## config.mk

```make
export PLATFORM = sky130hd
export DESIGN_NAME = mwr_reader
export DESIGN_NICKNAME = d
export VERILOG_FILES = /design/src/rtl/mwr_pkg.sv /design/src/rtl/mwr_ctrl.sv /design/src/rtl/mwr_dpath.sv /design/src/rtl/mwr_station.sv /design/src/rtl/mwr_reader.sv
export SDC_FILE = /design/constraint.sdc
export NUM_CORES = 1
export LEC_CHECK = 0
export ABC_AREA = 1
export BUFFER_PORTS_ARGS = -buffer_cell sky130_fd_sc_hd__buf_2
export CAP_MARGIN = 10
export CORE_MARGIN = 2
export CORE_UTILIZATION = 40
export DETAILED_ROUTE_END_ITERATION = 8
export PLACE_DENSITY = 0.59
export SLEW_MARGIN = 30
export SYNTH_ARGS = -nofsm -noshare
export SYNTH_HDL_FRONTEND = slang
export SYNTH_SLANG_ARGS = --single-unit
export TNS_END_PERCENT = 5
```

## constraint.sdc

```tcl
create_clock -name clk -period 2.46 [get_ports clk]
set_clock_uncertainty 0.2 [all_clocks]
set_input_delay 0.738 -clock clk [delete_from_list [all_inputs] [get_ports clk]]
set_output_delay 0.738 -clock clk [all_outputs]
set_load 0.02 [all_outputs]
```

## src/rtl/mwr_pkg.sv

```systemverilog
package mwr_pkg;

  typedef enum logic [2:0] {
    PH_IDLE,
    PH_CS_SETUP,
    PH_BIT_SETUP,
    PH_CLK_HIGH,
    PH_CLK_LOW,
    PH_CS_HOLD
  } phase_t;

  typedef enum logic [1:0] {
    SQ_IDLE,
    SQ_ISSUE,
    SQ_WAIT
  } seq_t;

  typedef struct packed {
    logic capture;
    logic loadCmd;
    logic shiftCmd;
    logic sampleBit;
    logic commit;
  } dp_strobe_t;

endpackage

```

## src/rtl/mwr_ctrl.sv

```systemverilog
module mwr_ctrl
  import mwr_pkg::*;
#(
  parameter int TICKS_PER_US = 50,
  parameter int CMD_W        = 10,
  parameter int DATA_W       = 16
) (
  input  logic       clk,
  input  logic       rst,
  input  logic       startIn,
  output logic       busy,
  output logic       csOut,
  output logic       skOut,
  output dp_strobe_t strb
);

  localparam int CS_SETUP = TICKS_PER_US;
  localparam int DI_RAW   = (2 * TICKS_PER_US + 4) / 5;
  localparam int DI_SETUP = (DI_RAW < 1) ? 1 : DI_RAW;
  localparam int HALF     = 2 * TICKS_PER_US;
  localparam int CS_HOLD  = TICKS_PER_US;
  localparam int TMR_W    = $clog2(HALF + 1);
  localparam int NBITS    = CMD_W + DATA_W;
  localparam int BIT_W    = $clog2(NBITS + 1);
  localparam int AGE_W    = $clog2(HALF + 2);

  localparam logic [TMR_W-1:0] LD_CS_SETUP = TMR_W'(CS_SETUP - 1);
  localparam logic [TMR_W-1:0] LD_DI_SETUP = TMR_W'(DI_SETUP - 1);
  localparam logic [TMR_W-1:0] LD_HALF     = TMR_W'(HALF - 1);
  localparam logic [TMR_W-1:0] LD_CS_HOLD  = TMR_W'(CS_HOLD - 1);

  phase_t             phase, phaseNext;
  logic [TMR_W-1:0]   timer, timerNext;
  logic [BIT_W-1:0]   bitIdx;
  logic               bitInc, bitClr;
  logic               timerDone;
  logic               inCmd, lastBit;

  assign timerDone = (timer == '0);
  assign inCmd     = (bitIdx < BIT_W'(CMD_W));
  assign lastBit   = (bitIdx == BIT_W'(NBITS - 1));

  always_comb begin
    phaseNext = phase;
    timerNext = timerDone ? timer : timer - 1'b1;
    strb      = '0;
    bitInc    = 1'b0;
    bitClr    = 1'b0;
    unique case (phase)
      PH_IDLE: begin
        if (startIn) begin
          strb.capture = 1'b1;
          phaseNext    = PH_CS_SETUP;
          timerNext    = LD_CS_SETUP;
        end
      end
      PH_CS_SETUP: begin
        if (timerDone) begin
          strb.loadCmd = 1'b1;
          bitClr       = 1'b1;
          phaseNext    = PH_BIT_SETUP;
          timerNext    = LD_DI_SETUP;
        end
      end
      PH_BIT_SETUP: begin
        if (timerDone) begin
          phaseNext = PH_CLK_HIGH;
          timerNext = LD_HALF;
        end
      end
      PH_CLK_HIGH: begin
        if (timerDone) begin
          strb.sampleBit = !inCmd;
          phaseNext      = PH_CLK_LOW;
          timerNext      = LD_HALF;
        end
      end
      PH_CLK_LOW: begin
        if (timerDone) begin
          strb.shiftCmd = inCmd;
          if (lastBit) begin
            phaseNext = PH_CS_HOLD;
            timerNext = LD_CS_HOLD;
          end else begin
            bitInc    = 1'b1;
            phaseNext = PH_BIT_SETUP;
            timerNext = LD_DI_SETUP;
          end
        end
      end
      PH_CS_HOLD: begin
        if (timerDone) begin
          strb.commit = 1'b1;
          phaseNext   = PH_IDLE;
        end
      end
      default: phaseNext = PH_IDLE;
    endcase
  end

  always_ff @(posedge clk) begin
    if (rst) begin
      phase  <= PH_IDLE;
      timer  <= '0;
      bitIdx <= '0;
    end else begin
      phase <= phaseNext;
      timer <= timerNext;
      if (bitClr)      bitIdx <= '0;
      else if (bitInc) bitIdx <= bitIdx + 1'b1;
    end
  end

  assign busy  = (phase != PH_IDLE);
  assign csOut = (phase == PH_CS_SETUP) || (phase == PH_BIT_SETUP) ||
                 (phase == PH_CLK_HIGH) || (phase == PH_CLK_LOW);
  assign skOut = (phase == PH_CLK_HIGH);

  // Interval watchers used only by the assertions below.
  logic [AGE_W-1:0] csAge, highRun;
  always_ff @(posedge clk) begin
    if (rst) begin
      csAge   <= '0;
      highRun <= '0;
    end else begin
      if (!csOut)              csAge <= '0;
      else if (csAge != '1)    csAge <= csAge + 1'b1;
      if (!skOut)              highRun <= '0;
      else if (highRun != '1)  highRun <= highRun + 1'b1;
    end
  end

  // every clock rise sits at least the select setup after chip select rose
  assert_select_setup_R2: assert property (@(posedge clk) disable iff (rst)
    $rose(skOut) |-> (csAge >= AGE_W'(CS_SETUP)));

  // the clock high phase never ends early
  assert_high_min_R3: assert property (@(posedge clk) disable iff (rst)
    $fell(skOut) |-> (highRun >= AGE_W'(HALF)));

endmodule

```

## src/rtl/mwr_dpath.sv

```systemverilog
module mwr_dpath
  import mwr_pkg::*;
#(
  parameter int ADDR_W = 4,
  parameter int DATA_W = 16
) (
  input  logic              clk,
  input  logic              rst,
  input  dp_strobe_t        strb,
  input  logic [ADDR_W-1:0] addrIn,
  input  logic              doIn,
  output logic              diOut,
  output logic [DATA_W-1:0] wordOut,
  output logic              wordDone
);

  localparam int CMD_W = ADDR_W + 6;

  logic [ADDR_W-1:0] addrReg;
  logic [CMD_W-1:0]  cmdSh;
  logic [DATA_W-1:0] dataSh;
  logic [CMD_W-1:0]  frame;

  // leading zero, start bit, read opcode, two pad zeros, address
  assign frame = {4'b0110, 2'b00, addrReg};

  always_ff @(posedge clk) begin
    if (rst) begin
      addrReg  <= '0;
      cmdSh    <= '0;
      dataSh   <= '0;
      wordOut  <= '0;
      wordDone <= 1'b0;
    end else begin
      if (strb.capture)   addrReg <= addrIn;
      if (strb.loadCmd)   cmdSh <= frame;
      else if (strb.shiftCmd) cmdSh <= {cmdSh[CMD_W-2:0], 1'b0};
      if (strb.sampleBit) dataSh <= {dataSh[DATA_W-2:0], doIn};
      if (strb.commit)    wordOut <= dataSh;
      wordDone <= strb.commit;
    end
  end

  assign diOut = cmdSh[CMD_W-1];

  // data-in is low whenever a reply bit is being taken
  assert_di_low_reply_R4: assert property (@(posedge clk) disable iff (rst)
    strb.sampleBit |-> !diOut);

  // the completion pulse lasts a single cycle
  assert_done_single_R6: assert property (@(posedge clk) disable iff (rst)
    wordDone |=> !wordDone);

endmodule

```

## src/rtl/mwr_station.sv

```systemverilog
module mwr_station
  import mwr_pkg::*;
#(
  parameter int ADDR_W = 4,
  parameter int DATA_W = 16,
  parameter int NWORDS = 3
) (
  input  logic                     clk,
  input  logic                     rst,
  input  logic                     stationStart,
  input  logic                     readerBusy,
  input  logic                     wordDone,
  input  logic [DATA_W-1:0]        wordIn,
  output logic                     seqStart,
  output logic [ADDR_W-1:0]        seqAddr,
  output logic                     seqActive,
  output logic [NWORDS*DATA_W-1:0] stationAddr,
  output logic                     stationDone
);

  localparam int IDX_W = (NWORDS > 1) ? $clog2(NWORDS) : 1;

  seq_t             sq;
  logic [IDX_W-1:0] idx;
  logic             capt;

  assign capt      = (sq == SQ_WAIT) && wordDone;
  assign seqStart  = (sq == SQ_ISSUE) && !readerBusy;
  assign seqAddr   = ADDR_W'(idx);
  assign seqActive = (sq != SQ_IDLE);

  always_ff @(posedge clk) begin
    if (rst) begin
      sq          <= SQ_IDLE;
      idx         <= '0;
      stationDone <= 1'b0;
    end else begin
      stationDone <= 1'b0;
      unique case (sq)
        SQ_IDLE:  if (stationStart && !readerBusy) begin
                    sq  <= SQ_ISSUE;
                    idx <= '0;
                  end
        SQ_ISSUE: if (!readerBusy) sq <= SQ_WAIT;
        SQ_WAIT:  if (wordDone) begin
                    if (idx == IDX_W'(NWORDS - 1)) begin
                      sq          <= SQ_IDLE;
                      stationDone <= 1'b1;
                    end else begin
                      idx <= idx + 1'b1;
                      sq  <= SQ_ISSUE;
                    end
                  end
        default:  sq <= SQ_IDLE;
      endcase
    end
  end

  for (genvar g = 0; g < NWORDS; g++) begin : gSlot
    logic [DATA_W-1:0] slotQ;
    always_ff @(posedge clk) begin
      if (rst)                               slotQ <= '0;
      else if (capt && idx == IDX_W'(g))     slotQ <= wordIn;
    end
    assign stationAddr[(NWORDS-1-g)*DATA_W +: DATA_W] = slotQ;
  end

  // the sequence completion pulse lasts a single cycle
  assert_station_done_single_R8: assert property (@(posedge clk) disable iff (rst)
    stationDone |=> !stationDone);

endmodule

```

## src/rtl/mwr_reader.sv

```systemverilog
module mwr_reader
  import mwr_pkg::*;
#(
  parameter int TICKS_PER_US  = 50,
  parameter int ADDR_W        = 4,
  parameter int DATA_W        = 16,
  parameter int STATION_WORDS = 3
) (
  input  logic                            clk,
  input  logic                            rst,
  input  logic                            start,
  input  logic [ADDR_W-1:0]               wordAddr,
  input  logic                            stationStart,
  input  logic                            eeDo,
  output logic                            eeCs,
  output logic                            eeSk,
  output logic                            eeDi,
  output logic [DATA_W-1:0]               wordOut,
  output logic                            wordDone,
  output logic [STATION_WORDS*DATA_W-1:0] stationAddr,
  output logic                            stationDone
);

  localparam int CMD_W = ADDR_W + 6;

  dp_strobe_t        strb;
  logic              readerBusy;
  logic              seqStart, seqActive;
  logic [ADDR_W-1:0] seqAddr;
  logic              readStart;
  logic [ADDR_W-1:0] readAddr;

  assign readStart = seqStart | (start & !seqActive);
  assign readAddr  = seqActive ? seqAddr : wordAddr;

  mwr_ctrl #(
    .TICKS_PER_US(TICKS_PER_US),
    .CMD_W       (CMD_W),
    .DATA_W      (DATA_W)
  ) uCtrl (
    .clk    (clk),
    .rst    (rst),
    .startIn(readStart),
    .busy   (readerBusy),
    .csOut  (eeCs),
    .skOut  (eeSk),
    .strb   (strb)
  );

  mwr_dpath #(
    .ADDR_W(ADDR_W),
    .DATA_W(DATA_W)
  ) uDpath (
    .clk     (clk),
    .rst     (rst),
    .strb    (strb),
    .addrIn  (readAddr),
    .doIn    (eeDo),
    .diOut   (eeDi),
    .wordOut (wordOut),
    .wordDone(wordDone)
  );

  mwr_station #(
    .ADDR_W(ADDR_W),
    .DATA_W(DATA_W),
    .NWORDS(STATION_WORDS)
  ) uStation (
    .clk         (clk),
    .rst         (rst),
    .stationStart(stationStart),
    .readerBusy  (readerBusy),
    .wordDone    (wordDone),
    .wordIn      (wordOut),
    .seqStart    (seqStart),
    .seqAddr     (seqAddr),
    .seqActive   (seqActive),
    .stationAddr (stationAddr),
    .stationDone (stationDone)
  );

  // data-in never moves while the serial clock is high
  assert_di_holds_high_R3: assert property (@(posedge clk) disable iff (rst)
    eeSk |-> $stable(eeDi));

endmodule

```

==> flow_summary.toml <==
[timing]
report.final.slew_viol_count = 0
fin_crit_sh_pct = 96.0
min_period_ns = 2.36
setup_viol = 0
worst_pin_slew_ns = 0.605
slew_headroom_pct = 59.6
hold_violations = 0
max_freq_mhz = 423
rsz0062_at_grt = "false"
tns_ns = 0

[worst_hold_path]
min_to = "uDpath.wordOut[15]"
hold_path.class = "reg2reg"
hp-start = "uDpath.dataSh[15]"
holdPathStages = 2

[floorplanning]
initial_utilization_pct = 40.9
core_area_um2 = 11400
num_io_pins = 78
fp.dieW_um = 112
rows = 39
die-area_um2 = 12600
die_h_um = 112

[pwr]
ir_worst_vdd_mv = 0.429
p_leak_nw = 2.45
power.density_nw_per_um2 = 991

[synth]
yosysUniqueCellTypes = 31
syn_avg_cell_area_um2 = 7.72
yosysWarnings = 0
synth_fp_nets = 622
synth_ff_type = "dfxtp_1"
synthTopCellsByCount = "115 x dfxtp_1, 107 x a21oi_1, 99 x nand2_1, 73 x nand3_1"
synthCells = 605
yosys-top-cells-area = "dfxtp_1 49%, a21oi_1 11%, nand2_1 8.0%"
ys_seq_area_share_pct = 49.3
synth.most_common_cell = "dfxtp_1"
yosys.area.top_type_share_pct = 49.3
ys_ff_latch = 115
yosysTopAreaCell = "dfxtp_1"
synth_area_um2 = 4670
synth-edff-count = 0
synth-async-reset-ratio_pct = 0

[final_layout]
fin_util_pct = 50.6
diodes = 0
fin_nets = 699
final_cells = 838
regArea_um2 = 2300
multi_input_area_um2 = 2010
drive_gt1_share_pct = 20.6
syn_to_final_growth_pct = 23.8
fillCellCount = 1127

[route]
vias = 4300
first_pass_iters = 5
wl_met1_um = 5800
drtAntennaViolNets = 0
via_per_inst = 5.13
wl_met3_um = 520
wl_per_cell_um = 14.6
drc_errors = 0
highest_layer = "met4"
drt_first_iter_violations = 381
wirelength_um = 12200
met2WireLength_um = 5750

[critical_path]
ff2ff_path_depth = 10
crit_chain = "nor2_2 > inv_1 > nor2_4 > nor2_1 > buf_2"
crit_arrival_ns = 1.42
reg2reg_from = "uCtrl.timer[0]"
endpoint_kind = "output pin"
path_delay_family = "flip-flops"
required_ns = 1.52
critPathKind = "reg2out"
rr_endpoint = "uDpath.cmdSh[2]"
cp.buffers_inverters = 2
cp-start-kind = "flop"
r2r_slack_ns = 0.33
cp_slowest_stage_delay_ns = 0.39
cp_max_fo = 8
critPathSlowestCell = "dfxtp_1"

[grt]
grt_pass1_wl_um = 20000
antenna_found_initial = 0
grt_overflow_total = 0
grt_max_degree = 46
grt_pass1_vias = 3985
grt_use_total_pct = 19.9

[cts]
clockBufferDepth = 2
cts_setup_buffers = 0
holdBufCountCts = 0
clk_pin_slew_ns = 0.05
cts_tree = "built"
cts.sinks = 115
cts_root_buf = "clkbuf_16"
clock_latency_ns = 0.41
h-tree-depth = 4
cts_buffers = 17

[placed_design]
dpl.hpwl_um = 8320
port-buffer-count = 77
place_congestion = 0.818
dp_cells = 806

[run_status]
status = "completed"

[job]
drv_cap = 0
-- final cells by class --
| class | count | area share (%) |
|---|---|---|
| Clock buffer | 23 | 8.27 |
| Clock inverter | 9 | 1.80 |
| Inverter | 56 | 3.64 |
| Multi-Input combinational cell | 400 | 34.8 |
| Sequential cell | 115 | 39.8 |
| Tap cell | 143 | 3.09 |
| Timing Repair Buffer | 92 | 8.61 |
-- sequential cells by signal (all words and copies together) (netlist names), 3 cells and up --
name,count
uCtrl.bitIdx,5
uDpath.wordOut,16
uDpath.dataSh,16
uCtrl.timer,7
uDpath.cmdSh,10
uCtrl.phase,3
uDpath.addrReg,4
uStation.gSlot.slotQ,48
-- timing repair --
item	CTS	global route
setup endpoints to repair	0	3
hold endpoints to repair	0	0
gates resized for setup	0	2
-- worst min-delay path, delay by kind of cell (launching register included) --
family | cells | cell delay, ns
buffers and inverters | 1 | 0.04
DFF | 1 | 0.30
AOI/OAI and AO/OA | 1 | 0.05
-- metrics by stage --
step,setup slack [ns],total power [W],hold slack [ns],cell area (µm²)
after global routing,0.00482,0.00604,0.277,5780
after detailed placement,0.215,0.00336,0.231,5190
after global placement,0.333,0.00332,0.230,5190
final,0.0973,0.00573,0.239,5780
after floorplan,0.567,0.00305,0.220,4670
after CTS,0.0411,0.00576,0.241,5770
-- cells by family (layout without fill, tap and decap cells) --
family                     after synthesis  count (layout)  synth area share [%]
adders and majority gates                8               8                  2.14
DFF                                    115             115                  49.3
and+or+nand+nor                        220             220                  21.5
xor gates and xnor gates                 5               5                 0.938
AOI/OAI and AO/OA                      167             167                  18.2
buffers and inverters                   90             180                  7.93
-- how the worst max path moves through the flow --
stage / startpoint / to / slack (ns) / cells after the start
floorplan: uCtrl.phase[2] / eeCs / 0.57 / 3
global placement: uCtrl.timer[0] / uDpath.cmdSh[1] / 0.33 / 10
detailed placement: uCtrl.timer[0] / uDpath.cmdSh[1] / 0.22 / 10
CTS: uCtrl.phase[1] / eeCs / 0.04 / 4
global route: uCtrl.phase[1] / eeCs / 0.005 / 5
finish: uCtrl.phase[1] / eeCs / 0.1 / 5
-- power by group --
group          internal [W]  total, W  switching [W]
clock network       0.00156   0.00239       0.000830
logic              0.000402   0.00122       0.000813
registers           0.00200   0.00212       0.000125
total               0.00396   0.00573        0.00177
-- metal layers --
metal | vias to the layer above | GRT usage (%)
li1 | 2175 | -
met1 | 2010 | 27.5
met2 | 99 | 30.3
met3 | 16 | 4.59
met4 | 0 | 8.29
met5 | - | 0
-- cells in the final DEF, fill, tap and decap left out, types with 3 or more instances in the layout --
master	count
a21oi_1	107
a31oi_1	3
buf_2	77
buf_4	15
clkbuf_1	3
clkbuf_16	17
clkbuf_8	3
clkinv_2	4
dfxtp_1	115
ha_1	8
inv_1	51
inv_2	5
nand2_1	99
nand3_1	72
nand4_1	3
nor2_1	24
nor2_2	8
nor3_1	4
o21ai_0	51
xor2_1	4
Note: power is estimated with default switching activity, not from simulation.
